## src/rtl/sercsr_pkg.sv

```systemverilog
package sercsr_pkg;

    parameter int ADDR_W = 6;
    parameter int DATA_W = 8;
    localparam int NUM_CFG = 5;

    // configuration register slots
    localparam int CFG_MODE = 0;
    localparam int CFG_RATE = 1;
    localparam int CFG_CTRL = 2;
    localparam int CFG_FIFO = 3;
    localparam int CFG_PORT = 4;

    localparam logic [ADDR_W-1:0] OFS_MODE  = 6'h00;
    localparam logic [ADDR_W-1:0] OFS_RATE  = 6'h04;
    localparam logic [ADDR_W-1:0] OFS_CTRL  = 6'h08;
    localparam logic [ADDR_W-1:0] OFS_TXD   = 6'h0C;
    localparam logic [ADDR_W-1:0] OFS_STAT  = 6'h10;
    localparam logic [ADDR_W-1:0] OFS_RXD   = 6'h14;
    localparam logic [ADDR_W-1:0] OFS_FIFO  = 6'h18;
    localparam logic [ADDR_W-1:0] OFS_LEVEL = 6'h1C;
    localparam logic [ADDR_W-1:0] OFS_PORT  = 6'h20;
    localparam logic [ADDR_W-1:0] OFS_LINE  = 6'h24;

    localparam logic [ADDR_W-1:0] CFG_OFS   [NUM_CFG] = '{OFS_MODE, OFS_RATE, OFS_CTRL, OFS_FIFO, OFS_PORT};
    localparam logic [DATA_W-1:0] CFG_MASK  [NUM_CFG] = '{8'h7B, 8'hFF, 8'hFA, 8'hFF, 8'hF3};
    localparam logic [DATA_W-1:0] CFG_RESET [NUM_CFG] = '{8'h00, 8'hFF, 8'h20, 8'h00, 8'h00};

    // status byte bit positions
    localparam int ST_TEND = 6;
    localparam int ST_TDE  = 5;
    localparam int ST_BRK  = 4;
    localparam int ST_RDF  = 1;
    localparam int ST_DR   = 0;

    // control byte bit positions
    localparam int CB_TXIE = 7;
    localparam int CB_RXIE = 6;
    localparam int CB_TXEN = 5;

    typedef struct packed {
        logic tend;
        logic tde;
        logic brk;
        logic rdf;
        logic dr;
        logic irq_rx;
    } flag_state_t;

    localparam flag_state_t FLAG_RESET = '{tend: 1'b1, tde: 1'b1, brk: 1'b0,
                                           rdf: 1'b0, dr: 1'b0, irq_rx: 1'b0};

endpackage

```

## src/rtl/sercsr_cfgregs.sv

```systemverilog
module sercsr_cfgregs
    import sercsr_pkg::*;
(
    input  logic                            clk,
    input  logic                            rst_n,
    input  logic [ADDR_W-1:0]               addr,
    input  logic [DATA_W-1:0]               wdata,
    input  logic                            wr_en,
    output logic [NUM_CFG-1:0][DATA_W-1:0]  cfg_q
);

    for (genvar g = 0; g < NUM_CFG; g++) begin : g_cfg
        logic              hit;
        logic [DATA_W-1:0] val_d;
        logic [DATA_W-1:0] val_q;

        always_comb begin
            hit   = wr_en && (addr == CFG_OFS[g]);
            val_d = val_q;
            if (hit) begin
                val_d = wdata & CFG_MASK[g];
            end
        end

        always_ff @(posedge clk or negedge rst_n) begin
            if (!rst_n) begin
                val_q <= CFG_RESET[g];
            end else begin
                val_q <= val_d;
            end
        end

        assign cfg_q[g] = val_q;

        // a write keeps exactly the allowed bits
        a_r5_write_mask: assert property (@(posedge clk) disable iff (!rst_n)
            (wr_en && addr == CFG_OFS[g]) |=> (val_q == $past(wdata & CFG_MASK[g])));
    end

endmodule

```

## src/rtl/sercsr_flags.sv

```systemverilog
module sercsr_flags
    import sercsr_pkg::*;
(
    input  logic              clk,
    input  logic              rst_n,
    input  logic              stat_wr,
    input  logic              stat_rd,
    input  logic              ctrl_wr,
    input  logic              tx_wr,
    input  logic [DATA_W-1:0] wdata,
    input  logic              ctrl_txen,
    input  logic              ctrl_rxie,
    input  logic              evt_break,
    input  logic              evt_rx_ready,
    input  logic              evt_data_ready,
    output logic [DATA_W-1:0] status,
    output logic              irq_rx
);

    flag_state_t st_d;
    flag_state_t st_q;

    logic refill;
    logic rx_clr;

    always_comb begin
        st_d   = st_q;
        refill = stat_rd && ctrl_txen;
        rx_clr = (stat_wr && (!wdata[ST_RDF] || !wdata[ST_DR]))
              || (ctrl_wr && !wdata[CB_RXIE]);

        // clears first, sets afterwards so a same-cycle set wins
        if (stat_wr) begin
            if (!wdata[ST_TEND]) st_d.tend = 1'b0;
            if (!wdata[ST_TDE])  st_d.tde  = 1'b0;
            if (!wdata[ST_BRK])  st_d.brk  = 1'b0;
            if (!wdata[ST_RDF])  st_d.rdf  = 1'b0;
            if (!wdata[ST_DR])   st_d.dr   = 1'b0;
        end
        if (tx_wr)  st_d.tde    = 1'b0;
        if (rx_clr) st_d.irq_rx = 1'b0;

        if (ctrl_wr && !wdata[CB_TXEN]) st_d.tend = 1'b1;
        if (refill) begin
            st_d.tend = 1'b1;
            st_d.tde  = 1'b1;
        end
        if (evt_break)      st_d.brk = 1'b1;
        if (evt_data_ready) st_d.dr  = 1'b1;
        if (evt_rx_ready) begin
            st_d.rdf = 1'b1;
            if (ctrl_rxie) st_d.irq_rx = 1'b1;
        end
    end

    always_ff @(posedge clk or negedge rst_n) begin
        if (!rst_n) begin
            st_q <= FLAG_RESET;
        end else begin
            st_q <= st_d;
        end
    end

    always_comb begin
        status          = '0;
        status[ST_TEND] = st_q.tend;
        status[ST_TDE]  = st_q.tde;
        status[ST_BRK]  = st_q.brk;
        status[ST_RDF]  = st_q.rdf;
        status[ST_DR]   = st_q.dr;
    end

    assign irq_rx = st_q.irq_rx;

    // transmit end only drops after a status write with its bit at zero
    a_r3_tend_clear_cause: assert property (@(posedge clk) disable iff (!rst_n)
        $fell(st_q.tend) |-> $past(stat_wr && !wdata[ST_TEND]));

    // a break event always leaves the break flag set
    a_r4_set_wins: assert property (@(posedge clk) disable iff (!rst_n)
        evt_break |=> st_q.brk);

    // a transmit data write empties the buffer flag unless a refill read coincides
    a_r6_txd_clears: assert property (@(posedge clk) disable iff (!rst_n)
        (tx_wr && !(stat_rd && ctrl_txen)) |=> !st_q.tde);

    // status read with transmitter enabled refills both transmit flags
    a_r8_read_refill: assert property (@(posedge clk) disable iff (!rst_n)
        (stat_rd && ctrl_txen) |=> (st_q.tend && st_q.tde));

    // the receive interrupt rises only from an enabled receive-ready event
    a_r9_irq_rise: assert property (@(posedge clk) disable iff (!rst_n)
        $rose(st_q.irq_rx) |-> $past(evt_rx_ready && ctrl_rxie));

endmodule

```

## src/rtl/sercsr_top.sv

```systemverilog
module sercsr_top
    import sercsr_pkg::*;
(
    input  logic              clk,
    input  logic              rst_n,
    input  logic [5:0]        addr,
    input  logic [7:0]        wdata,
    input  logic              wr_en,
    input  logic              rd_en,
    input  logic              evt_break,
    input  logic              evt_rx_ready,
    input  logic              evt_data_ready,
    input  logic [7:0]        rx_byte,
    input  logic [7:0]        rx_level,
    output logic [7:0]        rdata,
    output logic              irq_rx,
    output logic              irq_tx
);

    logic [NUM_CFG-1:0][DATA_W-1:0] cfg_q;
    logic [DATA_W-1:0]              status;
    logic                           stat_wr;
    logic                           stat_rd;
    logic                           ctrl_wr;
    logic                           tx_wr;

    always_comb begin
        stat_wr = wr_en && (addr == OFS_STAT);
        stat_rd = rd_en && (addr == OFS_STAT);
        ctrl_wr = wr_en && (addr == OFS_CTRL);
        tx_wr   = wr_en && (addr == OFS_TXD);
    end

    sercsr_cfgregs u_cfg (
        .clk   (clk),
        .rst_n (rst_n),
        .addr  (addr),
        .wdata (wdata),
        .wr_en (wr_en),
        .cfg_q (cfg_q)
    );

    sercsr_flags u_flags (
        .clk            (clk),
        .rst_n          (rst_n),
        .stat_wr        (stat_wr),
        .stat_rd        (stat_rd),
        .ctrl_wr        (ctrl_wr),
        .tx_wr          (tx_wr),
        .wdata          (wdata),
        .ctrl_txen      (cfg_q[CFG_CTRL][CB_TXEN]),
        .ctrl_rxie      (cfg_q[CFG_CTRL][CB_RXIE]),
        .evt_break      (evt_break),
        .evt_rx_ready   (evt_rx_ready),
        .evt_data_ready (evt_data_ready),
        .status         (status),
        .irq_rx         (irq_rx)
    );

    assign irq_tx = cfg_q[CFG_CTRL][CB_TXIE];

    always_comb begin
        unique case (addr)
            OFS_MODE:  rdata = cfg_q[CFG_MODE];
            OFS_RATE:  rdata = cfg_q[CFG_RATE];
            OFS_CTRL:  rdata = cfg_q[CFG_CTRL];
            OFS_FIFO:  rdata = cfg_q[CFG_FIFO];
            OFS_PORT:  rdata = cfg_q[CFG_PORT];
            OFS_STAT:  rdata = status;
            OFS_RXD:   rdata = rx_byte;
            OFS_LEVEL: rdata = rx_level;
            OFS_LINE:  rdata = '0;
            default:   rdata = '0;
        endcase
    end

    // transmit interrupt takes the written control bit 7 on the next cycle
    a_r10_irq_tx_follows: assert property (@(posedge clk) disable iff (!rst_n)
        ctrl_wr |=> (irq_tx == $past(wdata[CB_TXIE])));

    // unused status bits never read as one
    a_r2_status_spare_zero: assert property (@(posedge clk) disable iff (!rst_n)
        (addr == OFS_STAT) |-> (rdata[7] == 1'b0 && rdata[3:2] == 2'b00));

    // line status offset always reads zero
    a_r11_line_zero: assert property (@(posedge clk) disable iff (!rst_n)
        (addr == OFS_LINE) |-> (rdata == 8'h00));

    // a control write clearing the enable leaves transmit end set
    a_r7_txen_off_tend: assert property (@(posedge clk) disable iff (!rst_n)
        (ctrl_wr && !wdata[CB_TXEN]) |=> status[ST_TEND]);

endmodule

```

## config.mk

```make
export PLATFORM = sky130hd
export DESIGN_NAME = sercsr_top
export DESIGN_NICKNAME = d
export VERILOG_FILES = /design/src/rtl/sercsr_pkg.sv /design/src/rtl/sercsr_cfgregs.sv /design/src/rtl/sercsr_flags.sv /design/src/rtl/sercsr_top.sv
export SDC_FILE = /design/constraint.sdc
export NUM_CORES = 1
export LEC_CHECK = 0
export BUFFER_PORTS_ARGS = -buffer_cell sky130_fd_sc_hd__buf_2
export CORE_MARGIN = 2
export CORE_UTILIZATION = 50
export DETAILED_ROUTE_END_ITERATION = 7
export GPL_TIMING_DRIVEN = 0
export PLACE_DENSITY = 0.82
export SYNTH_ARGS = -nofsm -noshare
export SYNTH_HDL_FRONTEND = slang
export SYNTH_HIERARCHICAL = 1
export SYNTH_SLANG_ARGS = --single-unit
```

## constraint.sdc

```tcl
create_clock -name clk -period 4.3 [get_ports clk]
set_input_delay 1.075 -clock clk [delete_from_list [all_inputs] [get_ports clk]]
set_output_delay 1.075 -clock clk [all_outputs]
set_load 0.05 [all_outputs]
```

# Yosys cells after proc, flatten, opt, wreduce, memory -nomap -nowiden
# Cells that the tools add are included.
# totals
out_inout_bits	10
in_bits	37
ff_bits	40
# classes
reduce_logical	29
mux	16
n_eq_ne	13
# ops
op	n
one-hot mux 8 bit (8 select lines)	1
== test 6 x 5 -> 1 bit, second input constant	4
2-to-1 mux 1 bit	13
== test 6 x 4 -> 1 bit, second input constant	2
logical AND 1 bit	12
AND reduction 2 bit	5
== test 6 x 3 -> 1 bit, second input constant	1
== test 6 bit, second input constant	1
logical NOT 6 bit	1
!= test 2 x 1 -> 1 bit, second input constant	3
!= test 3 x 1 -> 1 bit, second input constant	2
nonzero test 2 bit	3
nonzero test 3 bit	2
2-to-1 mux 5 bit	1
logical NOT 1 bit	4
logical OR 1 bit	2
2-to-1 mux 2 bit	1

# Depth between registers and ports, before layout
# Gate-level depths: netlist of the first run.
# depth
word_depth	7
ltp_mapped	6
mapped_depth_nobuf	5

# Cells and area by module
# The synthesis of the first run kept the hierarchy.
# modules_own_cells
mod	area_per_inst_um2	cells_per_inst	seq_area_each_um2	instances
sercsr_cfgregs	1388.8	86	862.1	1
sercsr_top	655.6	83	0.0	1
sercsr_flags	289.0	25	152.6	1

# Least setup slack after synthesis of the first run
# Ideal clock, no wire load.
# synth_timing
path_kind	input to output
from	in addr[5]
to	out rdata[0]
slack_ns	0.799
path_buffers	1
cell_stages	4
required_time_ns	3.225
arrival_ns	2.426
cell_sequence	buf_2 > nor3_4 > nand3_1 > o211ai_1
# synth_via
elab_chain_len	2
word_cells_on_any_way	9
cone_classes	eq/ne (7); mux (1); reduce/logical (1)
# synth_lines
item	line_no	source
start: declaration	sercsr_top.sv:6	input logic [5:0] addr,
== test 6 x 5 -> 1 bit, or another cell as far along	sercsr_top.sv:63	unique case (addr)
one-hot mux 8 bit (8 select lines) *	sercsr_top.sv:63	
end: declaration	sercsr_top.sv:15	output logic [7:0] rdata,
# Mark *: on every way between the ends. The rest lies on a longest branch, timed or not.

# Worst setup path after layout of the first run
# layout_timing
from	in addr[5]
to	out rdata[4]
# Same word-level chain as after synthesis.

==> run summary, run 1 <==
========================================================================================
ANT nets after route                                                                   0
Result of the run                                                           complete, no violations
Share of total power in the clock network                                          27.8%
Row cnt                                                                               24
R2R Path End                                                                u_flags/status[6]$_DFFE_PN1P_
Routability congestion estimate from global placement                              0.769
GRT Resource Usage Total                                                           22.7%
Biggest fanout along the worst timing path                                             9
Later-pin clock latency in the skew report                                        290 ps
WHS Path Cells                                                                         1
Start-to-end type of the worst setup path                                      in -> out
Total CTS buffers                                                                      5
Via count normalized by instance count                                              5.64
Number of design rule violations left after detail routing                             0
Count of hold-fix buffers inserted at cts                                              0
Static power due to leakage                                                      1.29 nW
Highest clock rate                                                               258 MHz
Die Outline Area                                                             0.00523 mm2
Element type at the critical path end                                        output port
Area of the core region                                                      0.00441 mm2
Instance count after placement with tap cells included                               299
Largest net degree at the start of global routing                                     41
CP Data Arrival Time                                                             2800 ps
Worst-path cell with the longest stage delay                                     nor4b_4
Type of element launching the critical path                                   input port
Dominant cell by count in the synthesized netlist                                 mux2_2
Vias after detailed routing                                                         1733
Met3 GRT Util                                                                      4.58%
Portion of the post-synthesis area used by sequential elements                     43.5%
Clock slew at reported path FFs                                                    70 ps
Hold Path End                                                               u_flags/status[1]$_DFFE_PN0P_
Remaining global-route overflow                                                        0
Count of synthesis-stage warnings from yosys                                           6
Fin Setup TNS                                                                       0 ps
Category of cells accounting for the largest share of critical-path delay   simple AND/OR/NAND/NOR gates
Peak-usage layer in the global routing report                                       met2
Biggest area contributors in the synthesized netlist                        dfrtp_1 31%, mux2_2 16%, dfstp_2 12%, mux2i_1 10%, buf_4 2.9%
Synth-to-layout area growth                                                        17.3%
Unrepaired setup endpoints after global routing                                    false
Global-route wire length before repair                                           8.85 mm
Maximum single-stage delay on the critical path                                   610 ps
Reg2Reg Depth                                                                          1
Number of endpoints failing setup at the final stage                                   0
Drt total wl                                                                     5.51 mm
Max_slew headroom                                                                  39.9%
Sw power                                                                      0.000243 W
Number of synthesized register bits                                                   40
Final critical delay including setup and external delays                         3880 ps
Worst reg-to-reg setup slack                                                     3500 ps
Antenna violations before repair                                                       0
Internal power of the cells                                                   0.000630 W
Wirelength per Cell                                                              18.0 um
GR Layer Usage met2                                                                36.3%
Required time at the endpoint of the critical path                               3220 ps
Number of cells upsized or downsized after cts                                         0
Number of pins exceeding their max-slew limit in the final report                      0
Port bufs                                                                             46
Async set-reset flop share out of synthesis                                         100%
Switching Share                                                                    27.8%
Post-synth top area share                                                          31.1%
Worst hold margin                                                                 492 ps
Sequential fraction of design power                                                52.4%
Clock sinks                                                                           40
Cell chain of the critical path                                             buf_2 > buf_2 > nor3_4 > nor4b_4 > a2bb2oi_1 > o211ai_1 > buf_2
WP buf/inv                                                                             3
Max rail drop VDD                                                               0.270 mV
Beginning of the worst hold path                                            u_flags/status[1]$_DFFE_PN0P_
TritonCTS clock tree                                                                 yes
Setup skew after layout                                                         0.453 ps
Post CTS Setup Buffer Count                                                            0
Number of top-level pins                                                              47
Cell type contributing the most total cell area after synthesis                  dfrtp_1
Transition time at the pin with the least slew margin                             901 ps
Prevailing post-synth register cell                                              dfrtp_1
Worst path most repeated cell                                                      buf_2
Number of antenna repair diodes                                                        0
Final worst-path cycle share                                                       90.2%
Synthesized area                                                             0.00233 mm2
Reg-to-reg critical path startpoint                                         u_cfg/g_cfg[2].val_q[5]$_DFFE_PN1P_
CTS H-Tree Depth                                                                       2
Worst min-delay path class                                                    reg -> reg
Cell at the root of the clock tree                                              clkbuf_8
Final instance count without filler cells                                            307
DIE WIDTH                                                                        72.3 um
Most instantiated cells after synthesis                                     34 x mux2_2, 29 x dfrtp_1, 24 x mux2i_1, 11 x dfstp_2, 10 x nand2_1
Fraction of layout instances using a drive strength above 1                        46.3%
Synthesized instance count                                                           194
Number of distinct library cells after synthesis                                      35
Count of routing violations after the opening detailed-route iteration               129
Net count reported at finish                                                         291
Mean area per synthesized cell                                                  12.0 um2
PD cells                                                                      319 mW/mm2
Share of total power in combinational logic                                        19.8%
Max capacitance violation total                                                        0
Number of synthesized flops with an enable pin                                         0
Via count of the first global-routing pass                                          1733
Met1 Resource Use GR                                                               31.1%
Effective utilization at floorplan                                                 52.9%
HPWL after detailed placement                                                    3.74 mm
Final hold violations                                                                  0
Height of the die                                                                72.3 um
Router iterations before antenna repair                                                5
Clock buffer depth                                                                     2
========================================================================================
state kept, by name, summed over array words and instances, names as in the netlist:
register,cells
u_flags/irq_rx,1
u_flags/status,5
u_cfg/g_cfg.val_q,34
worst max path at each step:
stage / from / end / slack (ps) / cells after the start
6_report: addr[5] / rdata[4] / 420 / 7
4_1_cts: addr[5] / rdata[4] / 430 / 7
3_3_place_gp: addr[5] / rdata[6] / 510 / 7
3_5_place_dp: addr[5] / rdata[4] / 430 / 7
2_1_floorplan: addr[5] / rdata[0] / 800 / 4
5_1_grt: addr[5] / rdata[4] / 280 / 7
power groups by stage:
stage | Clock, W | Combinational, W | Sequential [W]
2_1_floorplan | 0 | 0.000103 | 0.000472
4_1_cts | 0.000247 | 0.000174 | 0.000458
6_report | 0.000243 | 0.000173 | 0.000458
3_5_place_dp | 0 | 0.000173 | 0.000465
3_3_place_gp | 0 | 0.000167 | 0.000461
5_1_grt | 0.000262 | 0.000189 | 0.000463
cell usage in the layout (no fill, tap or decap), drive strengths merged:
cell type and count:
a21bo 1, a21o 3, a221o 1, a22oi 1
a2bb2oi 7, a32o 2, and3 3, and3b 1
buf 61, clkbuf 8, clkinv 1, conb 9
dfrtp 29, dfstp 11, inv 2, mux2 34
mux2i 24, nand2 10, nand2b 6, nand3 3
nand3b 9, nand4b 1, nor2 3, nor2b 2
nor3 2, nor3b 1, nor4 1, nor4b 3
o211ai 7, o21ai 8, o22a 1
layout make-up:
class                   count  area, um2
fillers                   367       1680
flip-flops and latches     40       1010
multi-input cells         143       1220
clock buffers               7       76.3
repair buffers             46        230
well taps                  52       65.1
plain buffers              16        114
clock inverters             1       5.00
inverters                   2       7.51
kinds of logic (layout without fill, tap and decap cells):
| logic type | after synthesis | count (layout) | synth area share (%) |
|---|---|---|---|
| AOI/OAI and AO/OA | 31 | 31 | 9.97 |
| buffers and inverters | 18 | 72 | 5.20 |
| DFF | 40 | 40 | 43.5 |
| muxes | 58 | 58 | 26.7 |
| other | 2 | 9 | 0.322 |
| and+or+nand+nor | 45 | 45 | 14.3 |
routing by layer:
metal | routed length, um | vias to the layer above
li1 | - | 823
met1 | 2580 | 839
met2 | 2540 | 61
met3 | 295 | 10
met4 | 93 | 0
met5 | 0 | -
stage by stage:
stage	cell area, um2	power (W)	setup slack (ps)	utilization [%]
6_report	2740	0.000874	421	62.0
5_1_grt	2740	0.000913	283	62.0
4_1_cts	2740	0.000879	426	62.0
3_5_place_dp	2660	0.000638	428	60.1
3_3_place_gp	2660	0.000629	510	60.1
2_1_floorplan	2360	0.000576	799	-
Note: power is estimated with default switching activity, not from simulation.
==> inputs of run 2 (changes only) <==
- CAP_MARGIN: default -> 20
- CORE_ASPECT_RATIO: default -> 1.25
==> run summary, run 2 (synthesized netlist as in run 1, its figures left out) <==
=====================================================================================
Post-route cell area                                                      0.00279 mm2
Final critical delay including setup and external delays                      3740 ps
Biggest fanout along the worst timing path                                          9
Number of design rule violations left after detail routing                          0
Type of element launching the critical path                                input port
Largest Register                                                         u_cfg/g_cfg.val_q
Number of antenna repair diodes                                                     0
Cell at the root of the clock tree                                           clkbuf_8
Clock sinks                                                                        40
Max rail drop VDD                                                            0.180 mV
Router iterations before antenna repair                                             5
Count of hold-fix buffers inserted at cts                                           0
Element type at the critical path end                                     output port
Share of total power in combinational logic                                     17.8%
Unrepaired setup endpoints after global routing                                 false
PD cells                                                                   343 mW/mm2
Drt total wl                                                                  5.09 mm
Clock slew at reported path FFs                                                 70 ps
Effective utilization at floorplan                                              52.3%
Area of the core region                                                   0.00446 mm2
Transition time at the pin with the least slew margin                          864 ps
Number of cells upsized or downsized after cts                                      0
Via count of the first global-routing pass                                       1736
Most common cell after layout, fill and taps aside                              buf_2
Switching Share                                                                 24.7%
Sequential fraction of design power                                             47.8%
ANT nets after route                                                                0
Total CTS buffers                                                                   5
Synth-to-layout area growth                                                     19.5%
Number of top-level pins                                                           47
Start-to-end type of the worst setup path                                   in -> out
Height of the die                                                             80.4 um
Final hold violations                                                               0
Flip-flop count of the largest register, all copies and words added                34
Commonest cells after routing, fill and taps aside                       50 x buf_2, 34 x mux2_2, 29 x dfrtp_1, 24 x mux2i_1, 11 x dfstp_2
Post CTS Setup Buffer Count                                                         0
Worst min-delay path class                                                 reg -> reg
Via count normalized by instance count                                           5.45
DIE WIDTH                                                                     65.1 um
Highest clock rate                                                            268 MHz
Die Outline Area                                                          0.00523 mm2
Wirelength per Cell                                                           16.3 um
Final instance count without filler cells                                         313
Clock buffer depth                                                                  2
Number of endpoints failing setup at the final stage                                0
Result of the run                                                        complete, no violations
Global-route wire length before repair                                        8.31 mm
Count of routing violations after the opening detailed-route iteration             58
Max_slew headroom                                                               42.4%
Port bufs                                                                          46
Fraction of layout instances using a drive strength above 1                     47.1%
Required time at the endpoint of the critical path                            3220 ps
Setup skew after layout                                                      0.813 ps
Max capacitance violation total                                                     0
Number of pins exceeding their max-slew limit in the final report                   0
Core occupancy in the finished layout                                           62.5%
Share of total power in the clock network                                       34.5%
Sw power                                                                   0.000237 W
Net count reported at finish                                                      291
CTS H-Tree Depth                                                                    2
Final worst-path cycle share                                                    86.9%
Row cnt                                                                            27
GRT Resource Usage Total                                                        21.2%
HPWL after detailed placement                                                 3.62 mm
Instance count after placement with tap cells included                            305
Fin Setup TNS                                                                    0 ps
Remaining global-route overflow                                                     0
Largest net degree at the start of global routing                                  41
Routability congestion estimate from global placement                           0.800
TritonCTS clock tree                                                              yes
Internal power of the cells                                                0.000721 W
Antenna violations before repair                                                    0
Static power due to leakage                                                   1.32 nW
DP Area                                                                   0.00266 mm2
CP Data Arrival Time                                                          2660 ps
Later-pin clock latency in the skew report                                     280 ps
Vias after detailed routing                                                      1706
=====================================================================================
## run 2: cell count changes in the layout (fill, tap and decap cells not counted), sizes merged
cell,delta
bufinv,+1
clkinv,-1
## run 2: final timing paths
| path | slack [ps] | endpoint | cells past startpoint | from |
|---|---|---|---|---|
| hold / removal | 480 | u_flags/status[1]$_DFFE_PN0P_ | 1 | u_flags/status[1]$_DFFE_PN0P_ |
| setup / recovery | 560 | rdata[6] | 7 | addr[5] |
| hold reg to reg | 480 | u_flags/status[1]$_DFFE_PN0P_ | 1 | u_flags/status[1]$_DFFE_PN0P_ |
| min in group asynchronous | 890 | u_cfg/g_cfg[2].val_q[4]$_DFFE_PN0P_ | 1 | rst_n |
| setup reg to reg | 3520 | u_flags/status[6]$_DFFE_PN1P_ | 1 | u_cfg/g_cfg[2].val_q[5]$_DFFE_PN1P_ |
| max in group asynchronous | 2860 | u_cfg/g_cfg[3].val_q[5]$_DFFE_PN0P_ | 1 | rst_n |
## run 2: layer usage
metal / vias up / global-route usage, % / share of wire (%)
met5: - / 0 / 0
met4: 0 / 8.13 / 1.3
met3: 5 / 3.50 / 2.8
met2: 36 / 36.6 / 52
met1: 844 / 26.5 / 44
li1: 821 / - / -
## run 2: layout make-up
type	count	area (um2)
multi-input combinational	143	1220
clock buffer	7	96.3
timing repair buffer	46	230
sequential	40	1010
fill	392	1670
inverter	2	7.51
buffer	16	114
tap	58	72.6
clock inverter	1	30.0
## run 2: power groups by stage
stage	clock network (W)	logic, W	registers [W]
3_3_place_gp	0	0.000167	0.000461
3_5_place_dp	0	0.000170	0.000464
5_1_grt	0.000352	0.000186	0.000464
4_1_cts	0.000335	0.000171	0.000457
2_1_floorplan	0	0.000103	0.000472
6_report	0.000330	0.000170	0.000458
## run 2: worst max-delay path, cell delays in order
cell and delay, ps:
buf_2 120, buf_2 190, nor3_4 170, nor4b_4 530, a2bb2oi_1 150, o211ai_1 120, buf_2 300
## run 2: through the flow
step / total power, W / hold WS (ps) / setup slack [ps]
finish: 0.000958 / 484 / 562
global placement: 0.000628 / 459 / 569
floorplan: 0.000576 / 449 / 799
CTS: 0.000963 / 490 / 572
global route: 0.00100 / 509 / 412
detailed placement: 0.000634 / 473 / 555
